$ cat src/rtl/irq_entry_pkg.sv
package irq_entry_pkg;
    parameter int CNT_W   = 16;
    parameter int STATE_W = 16;
    parameter int VEC_W   = 16;

    localparam logic [STATE_W-1:0] ST_FETCH = 16'h0000;
    localparam logic [STATE_W-1:0] ST_IRQ   = 16'h0008;
    localparam logic [STATE_W-1:0] ST_NMI   = 16'h0010;

    localparam logic [VEC_W-1:0] VEC_NMI   = 16'hFFFA;
    localparam logic [VEC_W-1:0] VEC_RESET = 16'hFFFC;
    localparam logic [VEC_W-1:0] VEC_IRQ   = 16'hFFFE;

    typedef enum logic [1:0] {
        ENT_NONE,
        ENT_RESET,
        ENT_NMI,
        ENT_IRQ
    } entry_kind_e;

    typedef struct packed {
        entry_kind_e         kind;
        logic [STATE_W-1:0]  start_state;
        logic [VEC_W-1:0]    vector;
    } entry_t;

    function automatic entry_t make_entry(entry_kind_e k);
        entry_t e;
        e.kind = k;
        case (k)
            ENT_RESET: begin e.start_state = ST_FETCH; e.vector = VEC_RESET; end
            ENT_NMI:   begin e.start_state = ST_NMI;   e.vector = VEC_NMI;   end
            ENT_IRQ:   begin e.start_state = ST_IRQ;   e.vector = VEC_IRQ;   end
            default:   begin e.start_state = '0;       e.vector = '0;        end
        endcase
        return e;
    endfunction
endpackage

$ cat src/rtl/req_tracker.sv
module req_tracker #(
    parameter int CNT_W   = irq_entry_pkg::CNT_W,
    parameter int MIN_AGE = 2,
    parameter bit LATCHED = 1'b1
) (
    input  logic             clk,
    input  logic             rst,
    input  logic             req,
    input  logic [CNT_W-1:0] cnt,
    input  logic             ack,
    input  logic             flush,
    output logic             eligible
);
    localparam logic [CNT_W-1:0] AGE_MIN = CNT_W'(MIN_AGE);

    logic             level_q;
    logic [CNT_W-1:0] stamp_q;
    logic             pending;
    logic             rise;
    logic [CNT_W-1:0] age;

    assign rise = req & ~level_q;
    assign age  = cnt - stamp_q;

    always_ff @(posedge clk) begin
        if (rst || flush) begin
            level_q <= 1'b0;
            stamp_q <= '0;
        end else begin
            level_q <= req;
            if (rise && (!pending || ack))
                stamp_q <= cnt;
        end
    end

    generate
        if (LATCHED) begin : g_edge
            logic pend_q;
            always_ff @(posedge clk) begin
                if (rst || flush)
                    pend_q <= 1'b0;
                else
                    pend_q <= rise | (pend_q & ~ack);
            end
            assign pending = pend_q;
        end else begin : g_level
            assign pending = req & level_q;
        end
    endgenerate

    assign eligible = pending && (age >= AGE_MIN);
endmodule

$ cat src/rtl/entry_priority.sv
module entry_priority
    import irq_entry_pkg::*;
(
    input  logic   decide,
    input  logic   rst_req,
    input  logic   nmi_ok,
    input  logic   irq_ok,
    input  logic   i_flag,
    output entry_t entry
);
    always_comb begin
        if (!decide)
            entry = make_entry(ENT_NONE);
        else if (rst_req)
            entry = make_entry(ENT_RESET);
        else if (nmi_ok)
            entry = make_entry(ENT_NMI);
        else if (irq_ok && !i_flag)
            entry = make_entry(ENT_IRQ);
        else
            entry = make_entry(ENT_NONE);
    end
endmodule

$ cat src/rtl/irq_entry_arbiter.sv
module irq_entry_arbiter
    import irq_entry_pkg::*;
#(
    parameter int MIN_AGE = 2
) (
    input  logic               clk,
    input  logic               rst,
    input  logic               fetch_stb,
    input  logic               bus_avail,
    input  logic               rst_req,
    input  logic               nmi_req,
    input  logic               irq_a,
    input  logic               irq_b,
    input  logic               i_flag,
    input  logic [CNT_W-1:0]   cycle_cnt,
    output logic               seq_load,
    output logic [STATE_W-1:0] start_state,
    output logic [VEC_W-1:0]   vector,
    output logic               nmi_clr,
    output logic               reset_pulse
);
    entry_t dec;
    logic   nmi_ok, irq_ok;
    logic   nmi_ack, flush;

    assign nmi_ack = (dec.kind == ENT_NMI);
    assign flush   = (dec.kind == ENT_RESET);

    req_tracker #(.CNT_W(CNT_W), .MIN_AGE(MIN_AGE), .LATCHED(1'b1)) u_nmi (
        .clk(clk), .rst(rst), .req(nmi_req), .cnt(cycle_cnt),
        .ack(nmi_ack), .flush(flush), .eligible(nmi_ok)
    );

    req_tracker #(.CNT_W(CNT_W), .MIN_AGE(MIN_AGE), .LATCHED(1'b0)) u_irq (
        .clk(clk), .rst(rst), .req(irq_a | irq_b), .cnt(cycle_cnt),
        .ack(1'b0), .flush(flush), .eligible(irq_ok)
    );

    entry_priority u_prio (
        .decide (fetch_stb & bus_avail),
        .rst_req(rst_req),
        .nmi_ok (nmi_ok),
        .irq_ok (irq_ok),
        .i_flag (i_flag),
        .entry  (dec)
    );

    assign seq_load    = (dec.kind != ENT_NONE);
    assign start_state = dec.start_state;
    assign vector      = dec.vector;
    assign nmi_clr     = nmi_ack;
    assign reset_pulse = flush;
endmodule

$ cat config.mk
export PLATFORM = sky130hd
export DESIGN_NAME = irq_entry_arbiter
export DESIGN_NICKNAME = d
export VERILOG_FILES = /design/src/rtl/irq_entry_pkg.sv /design/src/rtl/req_tracker.sv /design/src/rtl/entry_priority.sv /design/src/rtl/irq_entry_arbiter.sv
export SDC_FILE = /design/constraint.sdc
export NUM_CORES = 1
export LEC_CHECK = 0
export ABC_AREA = 1
export BUFFER_PORTS_ARGS = -buffer_cell sky130_fd_sc_hd__buf_2
export CORE_UTILIZATION = 62
export DETAILED_ROUTE_END_ITERATION = 7
export HOLD_SLACK_MARGIN = 0.15
export MAX_ROUTING_LAYER = met4
export PLACE_DENSITY = 0.87
export SETUP_SLACK_MARGIN = 0.1
export SYNTH_ARGS = -nofsm -noshare
export SYNTH_HDL_FRONTEND = slang
export SYNTH_SLANG_ARGS = --single-unit
$ cat constraint.sdc
create_clock -name clk -period 6.58 [get_ports clk]
set_input_delay 1.316 -clock clk [delete_from_list [all_inputs] [get_ports clk]]
set_output_delay 1.316 -clock clk [all_outputs]
set_load 0.05 [all_outputs]
After elaboration in Yosys (flattened, before gate mapping) --
Index checks and enable logic that the tools add are counted.
Storage, ports and cells: bits in registers 35, bits in latches 0, bits in writable memories 0, memory bits (read-only) 0, bits of input ports 25, output and inout bits 35, logic and storage cells 36, memories kept 0
Cells by class: add/sub/neg operators 2, multipliers 0, divide/modulo/power cells 0, magnitude comparators 2, equality and inequality tests 2, shift operators 0, mux-type cells 4, bitwise operators 10, reductions and logical operators 11
Operators by type and width (number):
- two-way mux 34 bit | 4
- greater-or-equal comparator 16 x 2 -> 1 bit (second input constant) | 2
- subtractor 16 bit | 2
- bitwise AND 1 bit | 5
- logical AND 1 bit | 5
- zero test 1 bit | 3
- inverter 1 bit | 3
- == test 2 x 1 -> 1 bit (second input constant) | 1
- == test 2 bit (second input constant) | 1
- logical OR 1 bit | 2
- bitwise OR 1 bit | 2
- nonzero test 2 bit | 1

Logic depth before layout (Yosys ltp) --
Gate-level depths: netlist (run 1).
depth after elaboration 12, gate-level depth with buffers 19

Hierarchy --
A second synthesis (run 1) with hierarchy kept.
Second synthesis, totals: cell total of the unflattened synthesis 631, area, all modules 3794.9 um^2
Modules (own cells, without submodules):
- req_tracker at u_nmi | times used 1, cells an instance 306, area each 1791.7 um^2
- req_tracker at u_irq | times used 1, cells an instance 270, area each 1664.1 um^2
- entry_priority | times used 1, cells an instance 44, area each 297.8 um^2
- irq_entry_arbiter | times used 1, cells an instance 11, area each 41.3 um^2

Least setup slack after synthesis (run 1) --
Ideal clock, no wire load.
path kind input -> output, from input cycle_cnt[0], to output vector[10], arrival 3.852 ns, data required time 5.264 ns, path slack 1.412 ns, cell stages on the path 17, buffers on the path 1, path through inv_1 ha_1 fa_1 o21ai_0 nand2_1 nand2_1 nand3_1 a21oi_1 nor2_1 nand2_1 nor2_1 nand3_1 nand2_1 nand3_1 nand2_1 inv_1 buf_4
On the way: cells in the longest elaborated chain, start to end 8, elaborated cells on any way between the ends 11, classes of those cells 2 x add/sub; 2 x order compare; 4 x mux; 3 x reduce/logical
Ends and longest elaborated chain:
- start, declared | line irq_entry_arbiter.sv:15 | input logic [CNT_W-1:0] cycle_cnt,
- subtractor 16 bit | line req_tracker.sv:23 | assign age = cnt - stamp_q;
- greater-or-equal comparator 16 x 2 -> 1 bit | line req_tracker.sv:51 | assign eligible = pending && (age >= AGE_MIN);
- logical AND 1 bit | line req_tracker.sv:51
- logical AND 1 bit | line entry_priority.sv:18 | else if (irq_ok && !i_flag)
- two-way mux 34 bit | line entry_priority.sv:18
- two-way mux 34 bit (*) | line entry_priority.sv:16 | else if (nmi_ok)
- two-way mux 34 bit (*) | line entry_priority.sv:14 | else if (rst_req)
- two-way mux 34 bit (*) | line entry_priority.sv:12 | if (!decide)
- end, declared | line irq_entry_arbiter.sv:18 | output logic [VEC_W-1:0] vector,
Every way passes the cells marked *; elsewhere a longest branch is shown, timed or not.

Worst setup path in the final report (run 1) --
from input cycle_cnt[0], to output vector[5]
Same word-level chain as after synthesis.

==> qor.yml, run 1 <==
min_to: "u_nmi.stamp_q[10]"
crit_top_cell: "nand2_1"
fmax_mhz: 187
timing.rr.end: "u_nmi.stamp_q[12]"
fin_nets: 656
crit_required_ps: 5260
yosysTopAreaCellShare: 0.200
power.internal_mw: 0.402
pwr-share-clk: 0.218
end_kind: "primary output"
grt_pass1_vias: 3171
hpwl_mm: 6.13
grt_max_degree: 36
cts_tree: "built"
fin_crit_sh: 0.811
crit_fanout: 13
synthArstFlopShare: 0
yosysSeqAreaShare: 0.200
netSwitchingPower_mw: 0.298
whs_path_depth: 2
num_rows: 27
fin_crit_ps: 5340
first_iter_violations: 222
clk_pin_slew_ps: 70
setup_viol: 0
holdWs_ps: 467
drive_gt1_frac: 0.138
grt.total_usage: 0.279
swShare: 0.426
routabilityCongestion: 0.937
wl_per_cell_um: 11.6
drv_slew: 0
route.vias.total: 3511
peakVddDrop_mv: 0.0960
die_h_um: 77.3
reg2regPathDepth: 16
syn_area_um2: 3510
cts_sinks: 35
numCtsBuffers: 5
hold_path.startpoint: "u_nmi.stamp_q[10]"
yosys.area.top_type: "dfxtp_1"
hold_violations: 0
yosys_warnings: 0
place_ws_ps: 1350
fin_worst_skew_ps: 6.77
start_util: 0.642
vias_per_cell: 5.22
firstDrtPassIters: 7
antenna_found_initial: 0
r2r-start: "u_nmi.stamp_q[0]"
worst_slack_ps: 1240
post_synth.cell_area_avg_um2: 6.16
maxCapViolCount: 0
antenna_cells: 0
synth-edff-count: 0
pwr-share-seq: 0.333
hold_buffers: 0
crit_type: "in -> out"
regArea_um2: 701
crit_path_top_delay_cell: "fa_1"
cts_resized: 0
routed_wl_mm: 7.78
finalPower_mw: 0.701
pwr-share-comb: 0.449
drc_errors: 0
postCtsSetupRepairBufs: 0
fillerInstances: 508
ys_ff_latch: 35
slew_headroom: 0.236
fin_tns_setup_ps: 0
overflow: 0
htreeDepth: 2
synth.distinct_cells: 37
die_area_um2: 5970
worst_pin_slew_ps: 1150
area_delta_synth_final_pct: 5.52
p_leak_nw: 1.94
ios: 60
startpoint_type: "input pin"
grt_pass1_wl_mm: 13.3
root_buffer: "clkbuf_8"
yosys_most_used_dff: "dfxtp_1"
numPortBuffers: 44
insertion_delay_ps: 290
multi_input_area_um2: 2250
synth.area.top_cells: "dfxtp_1 20%, nand2_1 16%, ha_1 11%"
status: "complete, no violations"
rrSetupSlack_ps: 3800
path_cells: "buf_2, inv_1, ha_1, fa_1, o21ai_0, nand2_1, nand2_1, xor2_1, inv_1, nand2_1, nor2_1, nand2_1, nor2_1, nand3_1, nand2_1, nand3_1, nand2_1, inv_1, buf_2"
cp_slowest_stage_delay_ps: 400
clockBufferDepth: 2
cellPowerDensity_nw_per_um2: 189
antenna_left: 0
coreArea_um2: 5470
arrival_ps: 4020
rsz0062_at_grt: "no"
min_path_type: "reg -> reg"
syn_inst: 570
die-width_um: 77.3
[state kept, by name, indices dropped and copies added, names as in the netlist]
register / cells
u_irq.stamp_q: 16
u_nmi.g_edge.pend_q: 1
u_nmi.level_q: 1
u_irq.level_q: 1
u_nmi.stamp_q: 16
[logic make-up after synthesis]
family	count (synthesis)	synth area share
simple gates	289	0.348
buf+inv	132	0.176
compound gates	69	0.127
flops	35	0.200
fa+ha+maj	32	0.118
xor+xnor	11	0.0274
other cells	1	0.00107
mux	1	0.00285
[cells in the mapped netlist (3+ instances only)]
cell type  count
dfxtp_1       35
nand4_1        4
o21ai_0        5
inv_1         89
xor2_1         8
nor3_1         4
nand2_1      146
nand2_2       10
nor2_1        62
a21oi_2       10
a21oi_1       30
inv_2          5
nand3_1       56
xnor2_1        3
ha_1          30
a211oi_1      14
clkbuf_1       7
buf_4         28
[stage by stage]
step / area [µm²] / util / instances
floorplan: 3560 / - / 584
global placement: 3620 / 0.662 / 664
detailed placement: 3620 / 0.662 / 664
CTS: 3710 / 0.677 / 672
global route: 3710 / 0.677 / 672
finish: 3710 / 0.677 / 672
[how the worst max path moves through the flow]
stage | slack (ps) | endpoint | cells past startpoint | start
global route | 990 | vector[5] | 19 | cycle_cnt[0]
global placement | 1450 | vector[12] | 19 | cycle_cnt[0]
finish | 1240 | vector[5] | 19 | cycle_cnt[0]
detailed placement | 1350 | vector[5] | 18 | cycle_cnt[0]
CTS | 1270 | vector[5] | 19 | cycle_cnt[0]
floorplan | 1410 | vector[10] | 17 | cycle_cnt[0]
[layout make-up]
cell class,instances,share of cell area
Clock buffer,7,0.0206
Clock inverter,1,0.00135
Inverter,95,0.0962
Multi-Input combinational cell,417,0.607
Sequential cell,35,0.189
Tap cell,72,0.0243
Timing Repair Buffer,45,0.0614
[worst max-delay path, delay by kind of cell]
family	cells	cell delay (ps)
simple gates	10	810
buf+inv	5	740
fa+ha+maj	2	640
compound gates	1	380
xor+xnor	1	170
[placed cells by master, fill, tap and decap left out, types with 3 or more instances in the layout]
master / instances
nand2_2: 10
nand2_1: 146
dfxtp_1: 35
a211oi_1: 14
a21oi_1: 30
conb_1: 15
nor2_1: 62
buf_2: 44
xnor2_1: 3
clkbuf_8: 5
nand4_1: 4
inv_1: 89
inv_2: 5
xor2_1: 8
nor3_1: 4
ha_1: 30
a21oi_2: 10
nand3_1: 56
o21ai_0: 5
[metal layers]
metal | track usage | vias up | wire, µm
li1 | - | 1817 | -
met2 | 0.482 | 86 | 3770
met1 | 0.333 | 1593 | 3480
met5 | - | - | 0
met4 | 0.0943 | 0 | 161
met3 | 0.0321 | 15 | 369
[power by group through the flow]
stage          logic (mW)  clock network (mW)  registers (mW)
2_1_floorplan       0.263                   0           0.237
3_3_place_gp        0.302                   0           0.238
3_5_place_dp        0.309                   0           0.238
4_1_cts             0.311               0.157           0.234
5_1_grt             0.353               0.164           0.235
6_report            0.315               0.153           0.234
(Power assumes the default switching activity.)
==> run 2: changes to the inputs <==
--- a/config.mk
+++ b/config.mk
@@ -7,11 +7,11 @@
 export LEC_CHECK = 0
 export ABC_AREA = 1
 export BUFFER_PORTS_ARGS = -buffer_cell sky130_fd_sc_hd__buf_2
-export CORE_UTILIZATION = 62
+export CORE_UTILIZATION = 52
 export DETAILED_ROUTE_END_ITERATION = 7
 export HOLD_SLACK_MARGIN = 0.15
 export MAX_ROUTING_LAYER = met4
-export PLACE_DENSITY = 0.87
+export PLACE_DENSITY = 0.78
 export SETUP_SLACK_MARGIN = 0.1
 export SYNTH_ARGS = -nofsm -noshare
 export SYNTH_HDL_FRONTEND = slang
==> constraint.sdc (replaced) <==
create_clock -name clk -period 4.7 [get_ports clk]
set_input_delay 0.94 -clock clk [delete_from_list [all_inputs] [get_ports clk]]
set_output_delay 0.94 -clock clk [all_outputs]
set_load 0.05 [all_outputs]
==> run 2 against run 1 <==
  * The run now ends with design-rule violations left
  * Largest cell class unchanged
  * Die area rose by 19%
  * Global-route usage is 3.8 points lower
  * Design area is 2.2% higher
  * Worst hold slack about the same
  * Critical path depth fell by 2
  * Power grew 52%
  * Wire length grew 3.9%
  * Core utilization is 8.7 points lower
  * Via count about the same
==> qor.yml, run 2 (synthesized netlist as in run 1, its figures left out) <==
p_leak_nw: 1.96
crit_path_top_delay_cell: "ha_1"
pwr-share-seq: 0.307
start_util: 0.547
power.internal_mw: 0.634
rsz0062_at_grt: "no"
netSwitchingPower_mw: 0.431
grt_pass1_wl_mm: 13.9
area_delta_synth_final_pct: 7.87
pwr-share-comb: 0.416
fin_crit_ps: 4320
path_cells: "buf_2, ha_1, a21oi_1, o21ai_0, a21oi_1, nand2b_1, nand2_1, nand2_1, nand2_1, nand2_1, nor2_1, nand3_1, nand2_1, nand3_1, nand2_1, inv_2, clkbuf_4"
layout_commonest_cell: "nand2_1"
drive_gt1_frac: 0.147
routabilityCongestion: 0.896
hold_buffers: 0
clockBufferDepth: 2
num_rows: 29
cellPowerDensity_nw_per_um2: 281
cts_tree: "built"
worst_pin_slew_ps: 1140
first_iter_violations: 195
dr.max_layer_used: "met4"
grt.total_usage: 0.241
fin_tns_setup_ps: 0
mostFrequentLayoutCells: "146 x nand2_1, 88 x inv_1, 62 x nor2_1"
swShare: 0.405
min_path_type: "reg -> reg"
pwr-share-clk: 0.277
routed_wl_mm: 8.08
root_buffer: "clkbuf_8"
antenna_found_initial: 0
grt_pass1_vias: 3309
antenna_left: 0
die_h_um: 84.2
status: "complete, but fails checks"
drc_errors: 2
maxCapViolCount: 0
coreArea_um2: 6420
die_area_um2: 7090
htreeDepth: 2
drv_slew: 0
startpoint_type: "input pin"
violations: "design-rule violations"
fin_nets: 656
hold_violations: 0
wl_met3_um: 300
crit_required_ps: 3760
arrival_ps: 3380
top_regs: "u_irq.stamp_q x16, u_nmi.stamp_q x16"
numCtsBuffers: 5
ios: 60
wl_per_cell_um: 11.9
insertion_delay_ps: 290
numPortBuffers: 44
firstDrtPassIters: 7
cp_slowest_stage_delay_ps: 350
route.vias.total: 3513
numPlacedInstances: 669
overflow: 0
setup_viol: 0
crit_top_cell: "nand2_1"
grt_max_degree: 36
die-width_um: 84.2
hpwl_mm: 6.30
end_kind: "primary output"
clk_pin_slew_ps: 70
slew_headroom: 0.238
crit_type: "in -> out"
fin_crit_sh: 0.920
fmax_mhz: 231
fin_worst_skew_ps: 5.62
wl_met1_mm: 3.59
cts_sinks: 35
layout.cells.non_filler: 677
wl_met2_mm: 4.10
antenna_cells: 0
peakVddDrop_mv: 0.158
vias_per_cell: 5.19
crit_fanout: 13
==> run 2: what timing repair did <==
action,CTS,global route
setup buffers,0,0
endpoints found under the setup margin,0,16
gates resized for setup,0,17
==> run 2: per-stage QoR <==
step / hold slack (ps) / total power, mW / utilization / setup WS [ps] / area, µm²
global route: 480 / 1.14 / 0.590 / 113 / 3790
detailed placement: 455 / 0.765 / 0.565 / 155 / 3630
floorplan: 440 / 0.700 / - / 284 / 3560
global placement: 448 / 0.757 / 0.565 / 287 / 3630
CTS: 467 / 1.06 / 0.584 / 115 / 3750
finish: 467 / 1.07 / 0.590 / 375 / 3790
==> run 2: power by group through the flow <==
stage / Sequential, mW / Combinational (mW) / Clock (mW)
finish: 0.327 / 0.443 / 0.295
global route: 0.329 / 0.501 / 0.307
CTS: 0.327 / 0.435 / 0.300
detailed placement: 0.334 / 0.432 / 0
global placement: 0.333 / 0.424 / 0
floorplan: 0.331 / 0.368 / 0
==> run 2: cell type report <==
type / count / area (µm²)
Clock inverter: 2 / 35.0
Multi-Input combinational cell: 417 / 2260
Fill cell: 633 / 2630
Tap cell: 77 / 96.3
Inverter: 95 / 357
Sequential cell: 35 / 701
Clock buffer: 6 / 82.6
Timing Repair Buffer: 45 / 260
==> run 2: layer usage <==
layer  track usage  vias to the layer above
li1              -                     1829
met5             -                        -
met4        0.0784                        0
met3        0.0177                        9
met1         0.282                     1608
met2         0.438                       67
==> run 2: final timing paths <==
| kind | cells after the start | startpoint | endpoint | slack [ps] |
|---|---|---|---|---|
| hold / removal | 2 | u_irq.stamp_q[8] | u_irq.stamp_q[8] | 470 |
| setup reg to reg | 16 | u_nmi.stamp_q[0] | u_nmi.stamp_q[11] | 1920 |
| setup / recovery | 17 | cycle_cnt[2] | vector[10] | 380 |
| hold reg to reg | 2 | u_irq.stamp_q[8] | u_irq.stamp_q[8] | 470 |
==> run 2: worst max-delay path, delay by kind of cell <==
family / cells / cell delay (ps)
fa+ha+maj: 1 / 350
simple gates: 10 / 820
compound gates: 3 / 690
buf+inv: 3 / 560
==> run 3: changes to the inputs <==
--- a/config.mk
+++ b/config.mk
@@ -7,6 +7,7 @@
 export LEC_CHECK = 0
 export ABC_AREA = 1
 export BUFFER_PORTS_ARGS = -buffer_cell sky130_fd_sc_hd__buf_2
+export CORE_ASPECT_RATIO = 2
 export CORE_UTILIZATION = 52
 export DETAILED_ROUTE_END_ITERATION = 7
 export HOLD_SLACK_MARGIN = 0.15
==> constraint.sdc (replaced) <==
create_clock -name clk -period 4.7 [get_ports clk]
set_input_delay 0.94 -clock clk [delete_from_list [all_inputs] [get_ports clk]]
set_output_delay 0.94 -clock clk [all_outputs]
set_load 0.1 [all_outputs]
==> run 3 against run 2 <==
  * The flow now finishes without violations
  * Combinational power grew 22%
  * Fmax down 0.40%
  * Design area rose by 8.8%
  * Worst hold slack lost 4.4 ps
  * Non-clock buffer count is 3 higher
  * Core utilization increased by 3.8 points
  * Power is 11% higher
  * Via count is 1.1% higher
  * Sequential power barely moved
  * Global-route usage up 2.4 points
  * Die area up 0.27%
  * Clock skew fell by 1.3 ps
  * Largest cell class unchanged
  * Largest power group unchanged
==> qor.yml, run 3 (synthesized netlist as in run 1, its figures left out) <==
status: "complete, no violations"
die-width_um: 60.1
finalPower_mw: 1.18
timing.rr.end: "u_nmi.stamp_q[1]"
maxCapViolCount: 0
firstDrtPassIters: 4
grt_pass1_wl_mm: 14.3
htreeDepth: 2
num_rows: 42
mostFrequentLayoutCells: "142 x nand2_1, 88 x inv_1, 60 x nor2_1"
layout_commonest_cell: "nand2_1"
start_util: 0.535
place_ws_ps: 195
drc_errors: 0
cellPowerDensity_nw_per_um2: 287
coreArea_um2: 6570
crit_top_cell: "nand3_1"
fin_nets: 659
cp_slowest_stage_delay_ps: 520
rrSetupSlack_ps: 1970
worst_pin_slew_ps: 1120
numPortBuffers: 44
rsz0062_at_grt: "no"
root_buffer: "clkbuf_16"
clockBufferDepth: 2
layout.cells.non_filler: 691
numPlacedInstances: 681
cp-endpoint: "vector[14]"
fillerInstances: 607
antenna_left: 0
die_area_um2: 7110
antenna_found_initial: 0
crit_fanout: 13
fin_crit_sh: 0.924
routabilityCongestion: 0.920
cts_sinks: 35
area_delta_synth_final_pct: 17.4
slew_headroom: 0.250
drive_gt1_frac: 0.172
wl_per_cell_um: 12.0
crit_type: "in -> out"
grt_pass1_vias: 3390
hold_buffers: 0
peakVddDrop_mv: 0.378
vias_per_cell: 5.14
fmax_mhz: 230
drv_slew: 0
fin_worst_skew_ps: 4.36
insertion_delay_ps: 280
crit_required_ps: 3760
grt.total_usage: 0.265
reg2regPathDepth: 15
whs_path_depth: 2
first_iter_violations: 97
critPathLaunch: "cycle_cnt[0]"
startpoint_type: "input pin"
arrival_ps: 3400
top_regs: "u_irq.stamp_q x16, u_nmi.stamp_q x16"
min_path_type: "reg -> reg"
fin_tns_setup_ps: 0
ios: 60
r2r-start: "u_nmi.stamp_q[6]"
grt_max_degree: 36
cts_tree: "built"
hpwl_mm: 6.66
p_leak_nw: 2.03
route.vias.total: 3551
numCtsBuffers: 5
setup_viol: 0
path_cells: "buf_2, inv_1, ha_2, fa_2, inv_1, nor2_1, nand3_1, nor2_1, nand3_1, nor2_2, nand3_2, o21ai_4, nand3_1, nand2_2, clkinvlp_4, buf_12, buf_12"
die_h_um: 118
worst_slack_ps: 358
fin_crit_ps: 4340
crit_path_top_delay_cell: "fa_2"
hold_violations: 0
routed_wl_mm: 8.28
end_kind: "primary output"
antenna_cells: 0
clk_pin_slew_ps: 50
overflow: 0
-- run 3: cell types whose count changed in the layout (fill, tap and decap cells not counted), sizes merged --
| cell | before | now |
|---|---|---|
| bufinv | 1 | 0 |
| buf | 32 | 48 |
| clkinvlp | 0 | 1 |
| clkbuf | 19 | 7 |
| inv | 94 | 93 |
-- run 3: per-layer routing --
layer  share of wire  GRT usage  routed length, µm
met5               0          -                  0
met4           0.045      0.132                376
met3           0.024     0.0306                199
met2            0.56      0.483               4640
met1            0.37      0.258               3070
-- run 3: how the worst min path moves through the flow --
stage                            from           endpoint  slack [ps]
global placement    u_nmi.stamp_q[12]  u_nmi.stamp_q[12]         450
global route         u_nmi.stamp_q[5]   u_nmi.stamp_q[5]         480
floorplan           u_irq.stamp_q[10]  u_irq.stamp_q[10]         440
CTS                 u_nmi.stamp_q[11]  u_nmi.stamp_q[11]         460
detailed placement   u_nmi.stamp_q[9]   u_nmi.stamp_q[9]         450
finish               u_nmi.stamp_q[9]   u_nmi.stamp_q[9]         460
-- run 3: per-stage QoR --
stage / hold WS, ps / cell area (µm²) / util
final: 463 / 4120 / 0.628
after global placement: 448 / 3920 / 0.597
after detailed placement: 454 / 3920 / 0.597
after floorplan: 440 / 3590 / -
after CTS: 464 / 4060 / 0.618
after global routing: 480 / 4120 / 0.628
-- run 3: final cells by class --
type | count | area [µm²] | share of cell area
multi-input combinational | 417 | 2310 | 0.561
timing repair buffer | 48 | 503 | 0.122
tap | 88 | 110 | 0.0267
sequential | 35 | 701 | 0.170
clock buffer | 7 | 133 | 0.0322
inverter | 95 | 360 | 0.0874
clock inverter | 1 | 5.00 | 0.00121
-- run 3: report_power, final --
part           leakage, nW  switching (mW)  internal [mW]
Sequential           0.288         0.00939          0.318
Combinational         1.68           0.370          0.171
Clock               0.0679           0.118          0.196
-- run 3: timing repair --
| action | CTS | global route |
|---|---|---|
| setup endpoints to repair | 0 | 15 |
| gates resized for setup | 0 | 15 |
| buffers inserted | 0 | 2 |
-- run 3: worst max-delay path: cells and delay by family --
kind	cells	cell delay (ps)
AND/OR/NAND/NOR	8	900
AO/OA/AOI/OAI	1	180
adder cells (fa/ha/maj)	2	720
buffers and inverters	6	640
